$ cat src/rtl/lzc_pkg.sv
package lzc_pkg;
  localparam int DATA_W      = 32;
  localparam int SMEAR_STEPS = $clog2(DATA_W);
  localparam int CNT_W       = $clog2(DATA_W) + 1;
  typedef logic [DATA_W-1:0] word_t;
  typedef logic [CNT_W-1:0]  cnt_t;
endpackage

$ cat src/rtl/lzc_smear.sv
module lzc_smear
  import lzc_pkg::*;
(
  input  word_t word_i,
  output word_t filled_o
);
  word_t stage [SMEAR_STEPS+1];

  assign stage[0] = word_i;

  // each step ORs in a copy shifted right by a doubling distance: 1,2,4,8,16
  for (genvar s = 0; s < SMEAR_STEPS; s++) begin : g_step
    assign stage[s+1] = stage[s] | (stage[s] >> (1 << s));
  end

  assign filled_o = stage[SMEAR_STEPS];

  // filled word must be a contiguous run of ones ending at bit 0
  always_comb begin
    assert_fill_contig_R1: assert ((filled_o & (filled_o + 1'b1)) == '0);
  end
endmodule

$ cat src/rtl/lzc_popcnt.sv
module lzc_popcnt
  import lzc_pkg::*;
(
  input  word_t word_i,
  output cnt_t  ones_o
);
  word_t pair_sum, nib_sum, byte_sum, acc16, acc32;

  always_comb begin
    pair_sum = word_i - ((word_i >> 1) & 32'h5555_5555);
    nib_sum  = ((pair_sum >> 2) & 32'h3333_3333) + (pair_sum & 32'h3333_3333);
    byte_sum = (nib_sum + (nib_sum >> 4)) & 32'h0f0f_0f0f;
    acc16    = byte_sum + (byte_sum >> 8);
    acc32    = acc16 + (acc16 >> 16);
  end

  // keep six bits so that a full word (32 ones) is distinguishable from zero
  assign ones_o = acc32[CNT_W-1:0];

  always_comb begin
    assert_count_range_R4: assert (ones_o <= cnt_t'(DATA_W));
  end
endmodule

$ cat src/rtl/lzc_smear_pop.sv
module lzc_smear_pop
  import lzc_pkg::*;
#(
  parameter int PIPE = 1
) (
  input  logic        clk,
  input  logic        rst_n,
  input  logic        in_valid,
  output logic        in_ready,
  input  logic [31:0] in_data,
  output logic        out_valid,
  output logic [5:0]  out_count
);
  localparam int LAT = (PIPE != 0) ? 2 : 1;

  word_t filled;
  word_t cnt_src;
  logic  cnt_vld;
  cnt_t  ones;

  assign in_ready = 1'b1;

  lzc_smear u_smear (
    .word_i   (in_data),
    .filled_o (filled)
  );

  if (PIPE != 0) begin : g_pipe
    word_t mid_word;
    logic  mid_vld;
    always_ff @(posedge clk or negedge rst_n) begin
      if (!rst_n) begin
        mid_word <= '0;
        mid_vld  <= 1'b0;
      end else begin
        mid_vld <= in_valid;
        if (in_valid) mid_word <= filled;
      end
    end
    assign cnt_src = mid_word;
    assign cnt_vld = mid_vld;
  end else begin : g_nopipe
    assign cnt_src = filled;
    assign cnt_vld = in_valid;
  end

  lzc_popcnt u_pop (
    .word_i (cnt_src),
    .ones_o (ones)
  );

  always_ff @(posedge clk or negedge rst_n) begin
    if (!rst_n) begin
      out_valid <= 1'b0;
      out_count <= '0;
    end else begin
      out_valid <= cnt_vld;
      if (cnt_vld) out_count <= cnt_t'(DATA_W) - ones;
    end
  end

  // cycles since reset, saturating; keeps $past inside the post-reset window
  logic [1:0] age;
  always_ff @(posedge clk or negedge rst_n) begin
    if (!rst_n) age <= '0;
    else if (age != 2'd3) age <= age + 2'd1;
  end

  assert_count_max_R1: assert property (@(posedge clk) disable iff (!rst_n)
    out_valid |-> out_count <= 6'd32);

  assert_hold_idle_R7: assert property (@(posedge clk) disable iff (!rst_n)
    (!out_valid && age != 2'd0) |-> $stable(out_count));

  if (LAT == 2) begin : g_chk2
    assert_latency_R5: assert property (@(posedge clk) disable iff (!rst_n)
      (age >= 2'd2) |-> (out_valid == $past(in_valid, 2)));
    assert_zero_in_R4: assert property (@(posedge clk) disable iff (!rst_n)
      (age >= 2'd2 && $past(in_valid, 2) && $past(in_data, 2) == '0) |-> out_count == 6'd32);
    assert_msb_in_R3: assert property (@(posedge clk) disable iff (!rst_n)
      (age >= 2'd2 && $past(in_valid, 2) && $past(in_data[31], 2)) |-> out_count == 6'd0);
  end else begin : g_chk1
    assert_latency_R5: assert property (@(posedge clk) disable iff (!rst_n)
      (age >= 2'd1) |-> (out_valid == $past(in_valid)));
    assert_zero_in_R4: assert property (@(posedge clk) disable iff (!rst_n)
      (age >= 2'd1 && $past(in_valid) && $past(in_data) == '0) |-> out_count == 6'd32);
    assert_msb_in_R3: assert property (@(posedge clk) disable iff (!rst_n)
      (age >= 2'd1 && $past(in_valid) && $past(in_data[31])) |-> out_count == 6'd0);
  end
endmodule

$ cat config.mk
export PLATFORM = sky130hd
export DESIGN_NAME = lzc_smear_pop
export DESIGN_NICKNAME = d
export VERILOG_FILES = /design/src/rtl/lzc_pkg.sv /design/src/rtl/lzc_smear.sv /design/src/rtl/lzc_popcnt.sv /design/src/rtl/lzc_smear_pop.sv
export SDC_FILE = /design/constraint.sdc
export NUM_CORES = 1
export LEC_CHECK = 0
export ABC_AREA = 1
export BUFFER_PORTS_ARGS = -buffer_cell sky130_fd_sc_hd__buf_2
export CAP_MARGIN = 20
export CORE_UTILIZATION = 66
export CTS_CLUSTER_DIAMETER = 200
export DETAILED_ROUTE_END_ITERATION = 6
export PLACE_DENSITY = 0.86
export SLEW_MARGIN = 20
export SYNTH_ARGS = -nofsm -noshare
export SYNTH_HDL_FRONTEND = slang
export SYNTH_HIERARCHICAL = 1
export SYNTH_SLANG_ARGS = --single-unit
$ cat constraint.sdc
create_clock -name clk -period 12.5 [get_ports clk]
set_input_delay 2.5 -clock clk [delete_from_list [all_inputs] [get_ports clk]]
set_output_delay 2.5 -clock clk [all_outputs]
set_load 0.02 [all_outputs]
==> out/results.txt, run 1 <==
Status: finished, final reports clean
Skew final: 0.007890 ns
WL per Instance: 13.08 µm
Area fraction of the dominant cell type after synthesis: 0.1776
Initial DRC count: 285
Netlist cell types: 42
H-tree depth: 2
Worst R2R Start: cnt_src[5]
RSZ-0062 raised after global routing: false
Layout cells sized above 1: 0.1823
CTS resizes: 0
Core Box Area: 8258 µm²
Max-slew violations: 0
Fmax: 191.1 MHz
Worst slew pin tran: 1.104 ns
Largest net degree at the start of global routing: 41
First-pass DRT Iterations: 5
Synthesized instance count: 781
Port buffer count: 41
Worst min path class: flop to flop
Hold Crit Start: out_count[4]
Worst setup EP type: flop
Io pins: 43
# diodes: 0
Setup violators final: 0
Nets: 946
DP HPWL: 10.21 mm
Area Overhead vs Synth: 6.415%
Final wirelength: 12.14 mm
Max-Cap Viols: 0
Flops & latches, synth: 40
Post-Syn Nets: 905
Share of the yosys chip area belonging to registers: 0.1776
CTS sink cnt: 40
Synth Cell Area: 5637 µm²
Final Hold Vio Count: 0
Max stage delay on crit path: 0.56 ns
Vias in the first global route: 4559
Syn avg cell area: 7.217 µm²
Main combinational cell family by area after synthesis: simple AND/OR/NAND/NOR gates
Height of the die: 94.42 µm
Crit share post-route: 0.4185
Synth area leader: dfrtp_1
Total congestion overflow: 0
Critical path class: flop to flop
Critical Path Fanout Max: 5
VDD IR max: 0.03809 mV
Initial antenna violation count: 0
GPL Wtd Cong: 0.9413
Worst skew pair latency: 0.30 ns
Largest cells by area after synthesis: dfrtp_1, ha_1, nand2_1
Die Area: 8914 µm²
Compound-gate portion of the synthesized area: 0.05749
Crit-path most repeated cell: nand2_1
Synth Warn #: 6
Critical Path RT: 12.70 ns
Post-CTS Setup Bufs: 0
TritonCTS clock tree: done
Minimum clock period: 5.232 ns
Final routed DRC violation total: 0
Num CTS Buffers: 5
Avg Vias per Cell: 5.119
Cts hold-fix bufs: 0
Starting Density: 0.6826
Simple-Gate Fraction of Synth Area: 0.2832
Longest Clk Path Bufs: 2
Leak: 0.003517 µW
Hold path depth: 2
Worst slew margin: 0.2643
First-pass GRT wire length: 20.17 mm
Post-route design area: 5998 µm²
Placed Area: 5883 µm²
Final core utilization: 0.7264
Critical path startpoint: cnt_src[5]
Worst reg-to-reg path cell count: 26
Mux cell area share after synthesis: 0.08391
Clock Pin Slew Worst Setup and Hold Paths: 0.09 ns
Post-synthesis xor/xnor area fraction: 0.04040
Num rows: 33
Chip width: 94.42 µm
Adder-cell share of the synthesized area: 0.2175
P per Cell Area: 65.30 nW/µm²
Startpoint types: flop
Clk Tree Root Cell: clkbuf_8
Post-DRT Antenna Nets: 0
Total negative slack: 0 ns
Vias: 4750
GRT Util Overall: 0.2913
Crit-path slowest cell: fa_1
WP data arrival: 5.43 ns
[final timing paths]
| path | end | slack (ns) |
|---|---|---|
| max in group asynchronous | cnt_src[23] | 9.61 |
| min reg2reg | out_count[4] | 0.50 |
| min in group asynchronous | out_count[1] | 2.31 |
| max | out_count[4] | 7.27 |
| max reg2reg | out_count[4] | 7.27 |
| min | out_count[4] | 0.50 |
[registers in the layout, indices dropped and copies added, names as in the netlist]
name and cells:
cnt_src 32, out_count 6, cnt_vld 1, out_valid 1
[placed cells by master, fill, tap and decap left out, types with 7 or more instances in the layout]
cell       n
nand3_1   30
ha_1      74
xor2_1    24
nor2_1    63
nand2_1  211
nor2_2    16
fa_1      15
inv_2     17
nand2_4    7
inv_1    167
buf_2     41
mux2_4    30
dfrtp_1   40
a21oi_1   20
[routing by layer]
layer  wire (µm)  share of wire  up-vias  track usage
li1            -              -     2434            -
met1        5308           0.44     2155       0.3570
met2        6038           0.50      137       0.5326
met3         506          0.042       24      0.03140
met4         287          0.024        0      0.08974
met5           0              0        -            0
[final cells by class]
| class | instances | area [µm²] |
|---|---|---|
| multi-input cells | 549 | 3851 |
| clock buffers | 5 | 68.82 |
| clock inverters | 3 | 46.29 |
| repair buffers | 41 | 205.2 |
| well taps | 105 | 131.4 |
| fillers | 677 | 2260 |
| flip-flops and latches | 40 | 1001 |
| inverters | 185 | 694.4 |
[kinds of logic after synthesis]
kind of cell	count (synthesis)
and+or+nand+nor	354
DFF	40
adders and majority gates	89
AOI/OAI and AO/OA	47
buffers and inverters	192
xor gates and xnor gates	26
other	1
muxes	32
[worst max-delay path, delay by kind of cell, from the launching register on]
family | cells | cell delay, ns
and+or+nand+nor | 13 | 1.27
buffers and inverters | 4 | 0.36
adders and majority gates | 5 | 2.19
AOI/OAI and AO/OA | 2 | 0.38
xor gates and xnor gates | 2 | 0.47
DFF | 1 | 0.46
[cells in the mapped netlist, drive strengths merged]
master / n
clkbuf: 1
nor3: 2
dfrtp: 40
a21boi: 1
a211oi: 1
nor2: 85
a31oi: 1
buf: 6
nand2: 224
nand4: 7
nand3: 35
a21oi: 24
o21ai: 9
inv: 184
xor2: 24
fa: 15
and2: 1
ha: 74
xnor2: 2
o21a: 1
a21o: 1
mux2: 32
conb: 1
o21bai: 9
clkinv: 1
[per-stage QoR]
stage               hold WS [ns]  power, µW  setup WS, ns  std cells
floorplan                 0.4328      246.2         7.883        781
global placement          0.4529      274.9         7.586        920
detailed placement        0.4745      282.7         7.371        920
CTS                       0.4988      395.3         7.357        928
global route              0.5280      419.9         6.976        928
finish                    0.4957      391.7         7.268        928
[power breakdown]
part	leakage, µW	switching (µW)	total (µW)	internal (µW)
logic	0.00308	85.5	135	50.0
registers	0.000383	5.99	145	139
clock network	0.0000548	51.1	111	60.2
Note: power is estimated with default switching activity, not from simulation.
==> inputs of run 2 (changes only) <==
--- a/config.mk
+++ b/config.mk
@@ -8,10 +8,10 @@
 export ABC_AREA = 1
 export BUFFER_PORTS_ARGS = -buffer_cell sky130_fd_sc_hd__buf_2
 export CAP_MARGIN = 20
-export CORE_UTILIZATION = 66
+export CORE_UTILIZATION = 57
 export CTS_CLUSTER_DIAMETER = 200
 export DETAILED_ROUTE_END_ITERATION = 6
-export PLACE_DENSITY = 0.86
+export PLACE_DENSITY = 0.79
 export SLEW_MARGIN = 20
 export SYNTH_ARGS = -nofsm -noshare
 export SYNTH_HDL_FRONTEND = slang
==> constraint.sdc (replaced) <==
create_clock -name clk -period 4.76 [get_ports clk]
set_input_delay 0.952 -clock clk [delete_from_list [all_inputs] [get_ports clk]]
set_output_delay 0.952 -clock clk [all_outputs]
set_load 0.02 [all_outputs]
==> run 2 against run 1 <==
  * The flow now finishes with violations (negative setup slack)
  * First-iteration DRC count grew 17%
  * Highest routed layer unchanged
  * Utilization shrank 1.2 points
  * Total power grew to 2.9 times the previous value
  * Clock power grew to 2.8 times the previous value
  * Design area grew 12%
  * Sequential cell count is the same
  * Hold slack lost 0.0079 ns
  * Clock skew grew 0.0057 ns
  * Critical path depth is the same
  * Register-to-register slack lost 7.3 ns
  * Via count grew 7.3%
  * Critical endpoint is now out_count[5]
  * Critical path type unchanged
==> out/results.txt, run 2 (synthesis gave the netlist of run 1 again) <==
Status: complete, but fails checks
Failing checks: negative setup slack
Final routed DRC violation total: 0 (unchanged)
Total negative slack: -0.02677 ns (-0.02677 ns)
Worst min path class: flop to flop
WL per Instance: 13.71 µm (+4.8%)
Clk Tree Root Cell: clkbuf_8
Worst slew margin: 0.3658 (+0.1015)
Most frequent cells in the layout: nand2_1, inv_1, ha_1
Crit-path slowest cell: fa_2
Longest Clk Path Bufs: 2 (unchanged)
Final core utilization: 0.7139 (-0.01248)
DP HPWL: 11.13 mm (+9.0%)
# diodes: 0 (unchanged)
Max-slew violations: 0 (unchanged)
Fmax: 208.9 MHz (+9.3%)
Critical Path Fanout Max: 4 (-1)
Largest register FFs: 32 (unchanged)
Largest net degree at the start of global routing: 41 (unchanged)
TritonCTS clock tree: done
Port buffer count: 41 (unchanged)
Die Area: 10290 µm² (+15%)
Worst skew pair latency: 0.31 ns (about the same)
Chip width: 101.4 µm (+7.4%)
GPL Wtd Cong: 0.9410 (about the same)
GRT Util Overall: 0.2846 (-0.006718)
CTS sink cnt: 40 (unchanged)
CP Buf/Inv Count: 3 (-1)
Starting Density: 0.5987 (-0.08390)
Cts hold-fix bufs: 0 (unchanged)
RSZ-0062 raised after global routing: true
Placed Area: 6274 µm² (+6.6%)
Crit-path most repeated cell: nand2_1
Num CTS Buffers: 5 (unchanged)
Clock Pin Slew Worst Setup and Hold Paths: 0.10 ns (about the same)
Leak: 0.003774 µW (+7.3%)
Num rows: 35 (+6.1%)
Layout cells sized above 1: 0.3005 (+0.1182)
Post-route design area: 6721 µm² (+12%)
Largest delay share family, worst path: adder cells
Avg Vias per Cell: 5.041 (-1.5%)
VDD IR max: 0.1077 mV (+180%)
Initial antenna violation count: 0 (unchanged)
Setup violators final: 1 (+1)
Final wirelength: 13.86 mm (+14%)
Worst setup EP type: flop
Max-Cap Viols: 0 (unchanged)
Height of the die: 101.4 µm (+7.4%)
Fin worst setup slack: -0.02677 ns (-7.295 ns)
R2R Setup Slk: -0.03 ns (-7.30 ns)
Critical Path RT: 4.97 ns (-7.73 ns)
Vias in the first global route: 4996 (+9.6%)
Vias: 5096 (+7.3%)
Nets: 1005 (+6.2%)
Crit share post-route: 1.006 (+0.5871)
First-pass GRT wire length: 22.77 mm (+13%)
P per Cell Area: 166.2 nW/µm² (+150%)
Total congestion overflow: 0 (unchanged)
Area Overhead vs Synth: 19.25%
First-pass DRT Iterations: 5 (unchanged)
Startpoint types: flop
WP data arrival: 5.00 ns (-0.43 ns)
Initial DRC count: 334 (+17%)
Minimum clock period: 4.787 ns (-0.4448 ns)
Critical path class: flop to flop
Post-DRT Antenna Nets: 0 (unchanged)
Most common cell after layout, fill and taps aside: nand2_1
Core Box Area: 9415 µm² (+14%)
H-tree depth: 2 (unchanged)
Final Hold Vio Count: 0 (unchanged)
Skew final: 0.01355 ns (+0.005664 ns)
Worst slew pin tran: 0.9514 ns (-0.1522 ns)
Max stage delay on crit path: 0.56 ns (about the same)
Io pins: 43 (unchanged)
[run 2: changes by cell type in the layout (fill, tap and decap cells not counted), sizes merged]
cell	previous run	this run
clkinv	1	3
inv	185	184
clkinvlp	1	0
buf	41	100
[run 2: repair_timing]
item / in CTS / in global routing
setup buffers: 5 / 6
gates resized for setup: 21 / 46
endpoints found under the setup margin: 3 / 4
pin swaps: 14 / 34
[run 2: power breakdown]
| part | switching, µW | total [µW] | internal [µW] |
|---|---|---|---|
| clock | 148 | 306 | 158 |
| sequential | 13.2 | 378 | 365 |
| combinational | 258 | 432 | 174 |
| total | 419 | 1120 | 698 |
[run 2: per-stage QoR]
| step | hold WS [ns] | worst slack (ns) | std cells | power [µW] |
|---|---|---|---|---|
| after floorplan | 0.4328 | 0.1431 | 781 | 646.5 |
| after global placement | 0.4556 | 0.0001013 | 992 | 742.3 |
| after detailed placement | 0.4682 | -0.2042 | 992 | 762.7 |
| after CTS | 0.4929 | -0.09534 | 1005 | 1076 |
| after global routing | 0.5180 | -0.2303 | 1011 | 1187 |
| final | 0.4878 | -0.02677 | 1011 | 1117 |
[run 2: final timing paths]
path                       cells past startpoint      endpoint         start
hold / removal                                 2  out_count[3]  out_count[3]
min in group asynchronous                      1  out_count[2]         rst_n
setup reg to reg                              26  out_count[5]    cnt_src[5]
max in group asynchronous                      1    cnt_src[1]         rst_n
hold reg to reg                                2  out_count[3]  out_count[3]
setup / recovery                              26  out_count[5]    cnt_src[5]
[run 2: worst register-to-register path, stage by stage, from the launching register on]
cell and delay (ns):
dfrtp_1 0.40, inv_2 0.12, ha_4 0.23, nor2_2 0.14
nand3_1 0.14, nand3_2 0.15, nand2_1 0.08, nand2_2 0.10
nand2_1 0.08, nand3_1 0.07, nand2_1 0.05, nand2_1 0.12
fa_1 0.49, fa_2 0.56, inv_2 0.06, fa_2 0.40
xor2_1 0.16, ha_1 0.33, a21oi_2 0.15, inv_2 0.06
a31oi_4 0.18, xor2_2 0.23, nor2_1 0.08, nand3_1 0.10
nand2_1 0.06, nand3_1 0.08, nand2_1 0.05
[run 2: per-layer routing]
metal / wire length (µm) / global-route usage
met5: 0 / 0
met3: 717 / 0.02622
met2: 6712 / 0.5160
met1: 5968 / 0.3515
met4: 463 / 0.1026
[run 2: layout make-up]
cell class	count	area, µm²
sequential	40	1002
clock buffer	5	68.82
multi-input combinational	549	4091
clock inverter	3	47.55
timing repair buffer	100	655.6
tap	129	161.4
fill	730	2694
inverter	185	694.4
==> inputs of run 3 (changes only) <==
--- a/config.mk
+++ b/config.mk
@@ -5,13 +5,12 @@
 export SDC_FILE = /design/constraint.sdc
 export NUM_CORES = 1
 export LEC_CHECK = 0
-export ABC_AREA = 1
 export BUFFER_PORTS_ARGS = -buffer_cell sky130_fd_sc_hd__buf_2
 export CAP_MARGIN = 20
-export CORE_UTILIZATION = 57
+export CORE_UTILIZATION = 55
 export CTS_CLUSTER_DIAMETER = 200
 export DETAILED_ROUTE_END_ITERATION = 6
-export PLACE_DENSITY = 0.79
+export PLACE_DENSITY = 0.78
 export SLEW_MARGIN = 20
 export SYNTH_ARGS = -nofsm -noshare
 export SYNTH_HDL_FRONTEND = slang
==> run 3 against run 2 <==
  * The run ends with design-rule violations, negative setup slack left
  * Hold slack improved by 0.031 ns
  * Routed wire length fell by 18%
  * Sequential share of layout area increased by 2.0 points
  * Total power down 1.5%
  * Synthesized area fell by 18%
  * Clock skew up 0.0022 ns
  * Clock-buffer cell count unchanged
  * Critical endpoint unchanged
==> out/results.txt, run 3 <==
Synth Flop Type: dfrtp_1
VDD IR max: 0.1363 mV (+27%)
Minimum clock period: 5.698 ns (+0.9114 ns)
Most congested layer reported by global routing: met2
Nets: 763 (-24%)
Worst skew pair latency: 0.31 ns (about the same)
Worst slew pin tran: 0.9083 ns (-0.04309 ns)
Synthesized instance count: 496 (-36%)
Met1 Usage GRT: 0.3559 (+0.004473)
Most common library cells after synthesis: ha_1, inv_1, dfrtp_1, mux2_2, xnor2_1
Vias: 4100 (-20%)
Die Area: 8768 µm² (-15%)
CTS sink cnt: 40 (unchanged)
Most common cell after layout, fill and taps aside: buf_4
Cts hold-fix bufs: 0 (unchanged)
Largest register FFs: 32 (unchanged)
Met2 GRT Util: 0.4865 (-0.02944)
Height of the die: 93.64 µm (-7.7%)
Critical path class: flop to flop
Final core utilization: 0.7238 (+0.009866)
First-pass DRT Iterations: 7 (+2)
# diodes: 0 (unchanged)
WP data arrival: 5.92 ns (+0.92 ns)
Leak: 0.003049 µW (-19%)
DP HPWL: 9.289 mm (-17%)
Post-synth EDFFs: 0 (unchanged)
Critical Path RT: 4.98 ns (about the same)
Most frequent cells in the layout: buf_4, ha_1, inv_1
Max-slew violations: 0 (unchanged)
Worst setup EP type: flop
Total congestion overflow: 0 (unchanged)
Syn avg cell area: 9.311 µm² (+29%)
Initial antenna violation count: 0 (unchanged)
Longest Clk Path Bufs: 2 (unchanged)
Flops & latches, synth: 40 (unchanged)
Chip width: 93.64 µm (-7.7%)
Synth area leader: dfrtp_1
H-tree depth: 2 (unchanged)
Port buffer count: 41 (unchanged)
GRT Util Overall: 0.2830 (-0.001584)
Fin worst setup slack: -0.9382 ns (-0.9114 ns)
Failing checks: design-rule violations, negative setup slack
CP Cell Sequence: inv_2 > ha_4 > or4_4 > or3_4 > or2_4 > o32ai_4 > a211oi_2 > xnor2_1 > fa_1 > fa_1 > inv_2 > ha_1 > a21o_1 > a21oi_2 > xnor2_1 > ha_1 > a21oi_2 > xnor2_1 > or2_2 > or3_1 > a31oi_1
Worst min path class: flop to flop
Final routed DRC violation total: 1 (+1)
Num rows: 33 (-5.7%)
Synth Cell Area: 4618 µm² (-18%)
Post-Syn Nets: 620 (-31%)
Clk Tree Root Cell: clkbuf_8
Starting Density: 0.5649 (-0.03378)
Setup violators final: 5 (+4)
Max stage delay on crit path: 0.54 ns (-0.02 ns)
Skew final: 0.01572 ns (+0.002170 ns)
Clock Pin Slew Worst Setup and Hold Paths: 0.09 ns (about the same)
Worst slew margin: 0.3945 (+0.02873)
Final hold slack: 0.5185 ns (+0.03067 ns)
Crit-path slowest cell: fa_1
Critical Path Fanout Max: 4 (unchanged)
Netlist cell types: 60 (+43%)
Avg Vias per Cell: 5.503 (+9.2%)
TritonCTS clock tree: done
Post-DRT Antenna Nets: 0 (unchanged)
Io pins: 43 (unchanged)
Core Box Area: 8175 µm² (-13%)
Worst R2R Start: cnt_src[15]
Hold Crit Start: out_count[4]
Num CTS Buffers: 5 (unchanged)
Vias in the first global route: 4223 (-15%)
Initial DRC count: 127 (-62%)
Ys async rst share: 1.000 (unchanged)
Total negative slack: -3.406 ns (-3.379 ns)
Largest cells by area after synthesis: dfrtp_1, ha_1, mux2_2
GPL Wtd Cong: 0.9021 (-4.1%)
Crit-path most repeated cell: xnor2_1
P per Cell Area: 185.8 nW/µm² (+12%)
Final wirelength: 11.31 mm (-18%)
Layout cells sized above 1: 0.3531 (+0.05267)
Cell with the most instances after synthesis: ha_1
RSZ-0062 raised after global routing: true
First-pass GRT wire length: 19.23 mm (-16%)
Largest net degree at the start of global routing: 41 (unchanged)
Max-Cap Viols: 0 (unchanged)
Area Overhead vs Synth: 28.12%
Crit share post-route: 1.197 (+0.1915)
Status: complete, but fails checks
Share of the yosys chip area belonging to registers: 0.2167 (+0.03916)
Met3 global-route usage: 0.04472 (+0.01849)
Final Hold Vio Count: 0 (unchanged)
Fmax: 175.5 MHz (-16%)
Startpoint types: flop
Critical path startpoint: cnt_src[15]
Synth Warn #: 6 (unchanged)
Area fraction of the dominant cell type after synthesis: 0.2167 (+0.03916)
WL per Instance: 15.18 µm (+11%)
run 3: changes by cell type in the layout (fill, tap and decap cells not counted), moves of 23 or more:
| cell | change |
|---|---|
| nand2_1 | -192 |
| mux2_2 | +29 |
| xnor2_1 | +29 |
| buf_4 | +52 |
| nor2_2 | -23 |
| inv_2 | -25 |
| inv_1 | -93 |
| nor2_1 | -28 |
| mux2_4 | -26 |
run 3: what timing repair did:
| item | in CTS | in global routing |
|---|---|---|
| pin swaps | 12 | 4 |
| buffers inserted | 2 | 1 |
| setup endpoints to repair | 5 | 5 |
| resized for setup | 9 | 1 |
run 3: final cells by class:
type	count	area, µm²
clock buffers	5	68.82
multi-input cells	376	3402
well taps	105	131.4
fillers	588	2258
inverters	66	247.7
clock inverters	3	42.54
repair buffers	150	1023
flip-flops and latches	40	1001
run 3: routing by layer:
metal / share of wire / wire (µm)
met1: 0.43 / 4902
met2: 0.49 / 5585
met3: 0.052 / 587
met4: 0.021 / 238
met5: 0 / 0
run 3: worst paths after layout:
check | endpoint | slack, ns | depth (start not counted)
max in group asynchronous | cnt_src[27] | 3.42 | 1
min in group asynchronous | out_count[1] | 0.75 | 1
hold reg to reg | out_count[4] | 0.52 | 1
setup reg to reg | out_count[5] | -0.94 | 21
setup / recovery | out_count[5] | -0.94 | 21
hold / removal | out_count[4] | 0.52 | 1
run 3: worst max-delay path: cells and delay by family (launching register included):
| family | cells | cell delay (ns) |
|---|---|---|
| AO/OA/AOI/OAI | 6 | 1.12 |
| XOR/XNOR | 3 | 0.41 |
| adder cells (fa/ha/maj) | 5 | 1.84 |
| buffers and inverters | 2 | 0.14 |
| flip-flops | 1 | 0.40 |
| AND/OR/NAND/NOR | 5 | 1.71 |
run 3: cells by family after synthesis:
logic type | count (synthesis) | synth area share
multiplexers | 38 | 0.09239
flip-flops | 40 | 0.2167
AO/OA/AOI/OAI | 75 | 0.1138
adder cells (fa/ha/maj) | 89 | 0.2655
AND/OR/NAND/NOR | 134 | 0.1672
XOR/XNOR | 39 | 0.07396
other | 1 | 0.0008120
buffers and inverters | 80 | 0.06963
run 3: per-stage QoR:
step           instance area (µm²)  power, µW  setup WS [ns]  cells
2_1_floorplan                 4688      664.8        -0.7291    496
6_report                      5917       1100        -0.9382    745
5_1_grt                       5917       1162         -1.187    745
3_3_place_gp                  5747      767.1        -0.7977    734
4_1_cts                       5903       1097        -0.9264    744
3_5_place_dp                  5747      786.0         -1.062    734
run 3: power breakdown:
part	internal, µW	leakage (µW)	switching (µW)	total, µW
sequential	368	0.000380	16.8	385
clock	156	0.0000541	146	301
combinational	205	0.00262	209	414
total	729	0.00305	371	1100
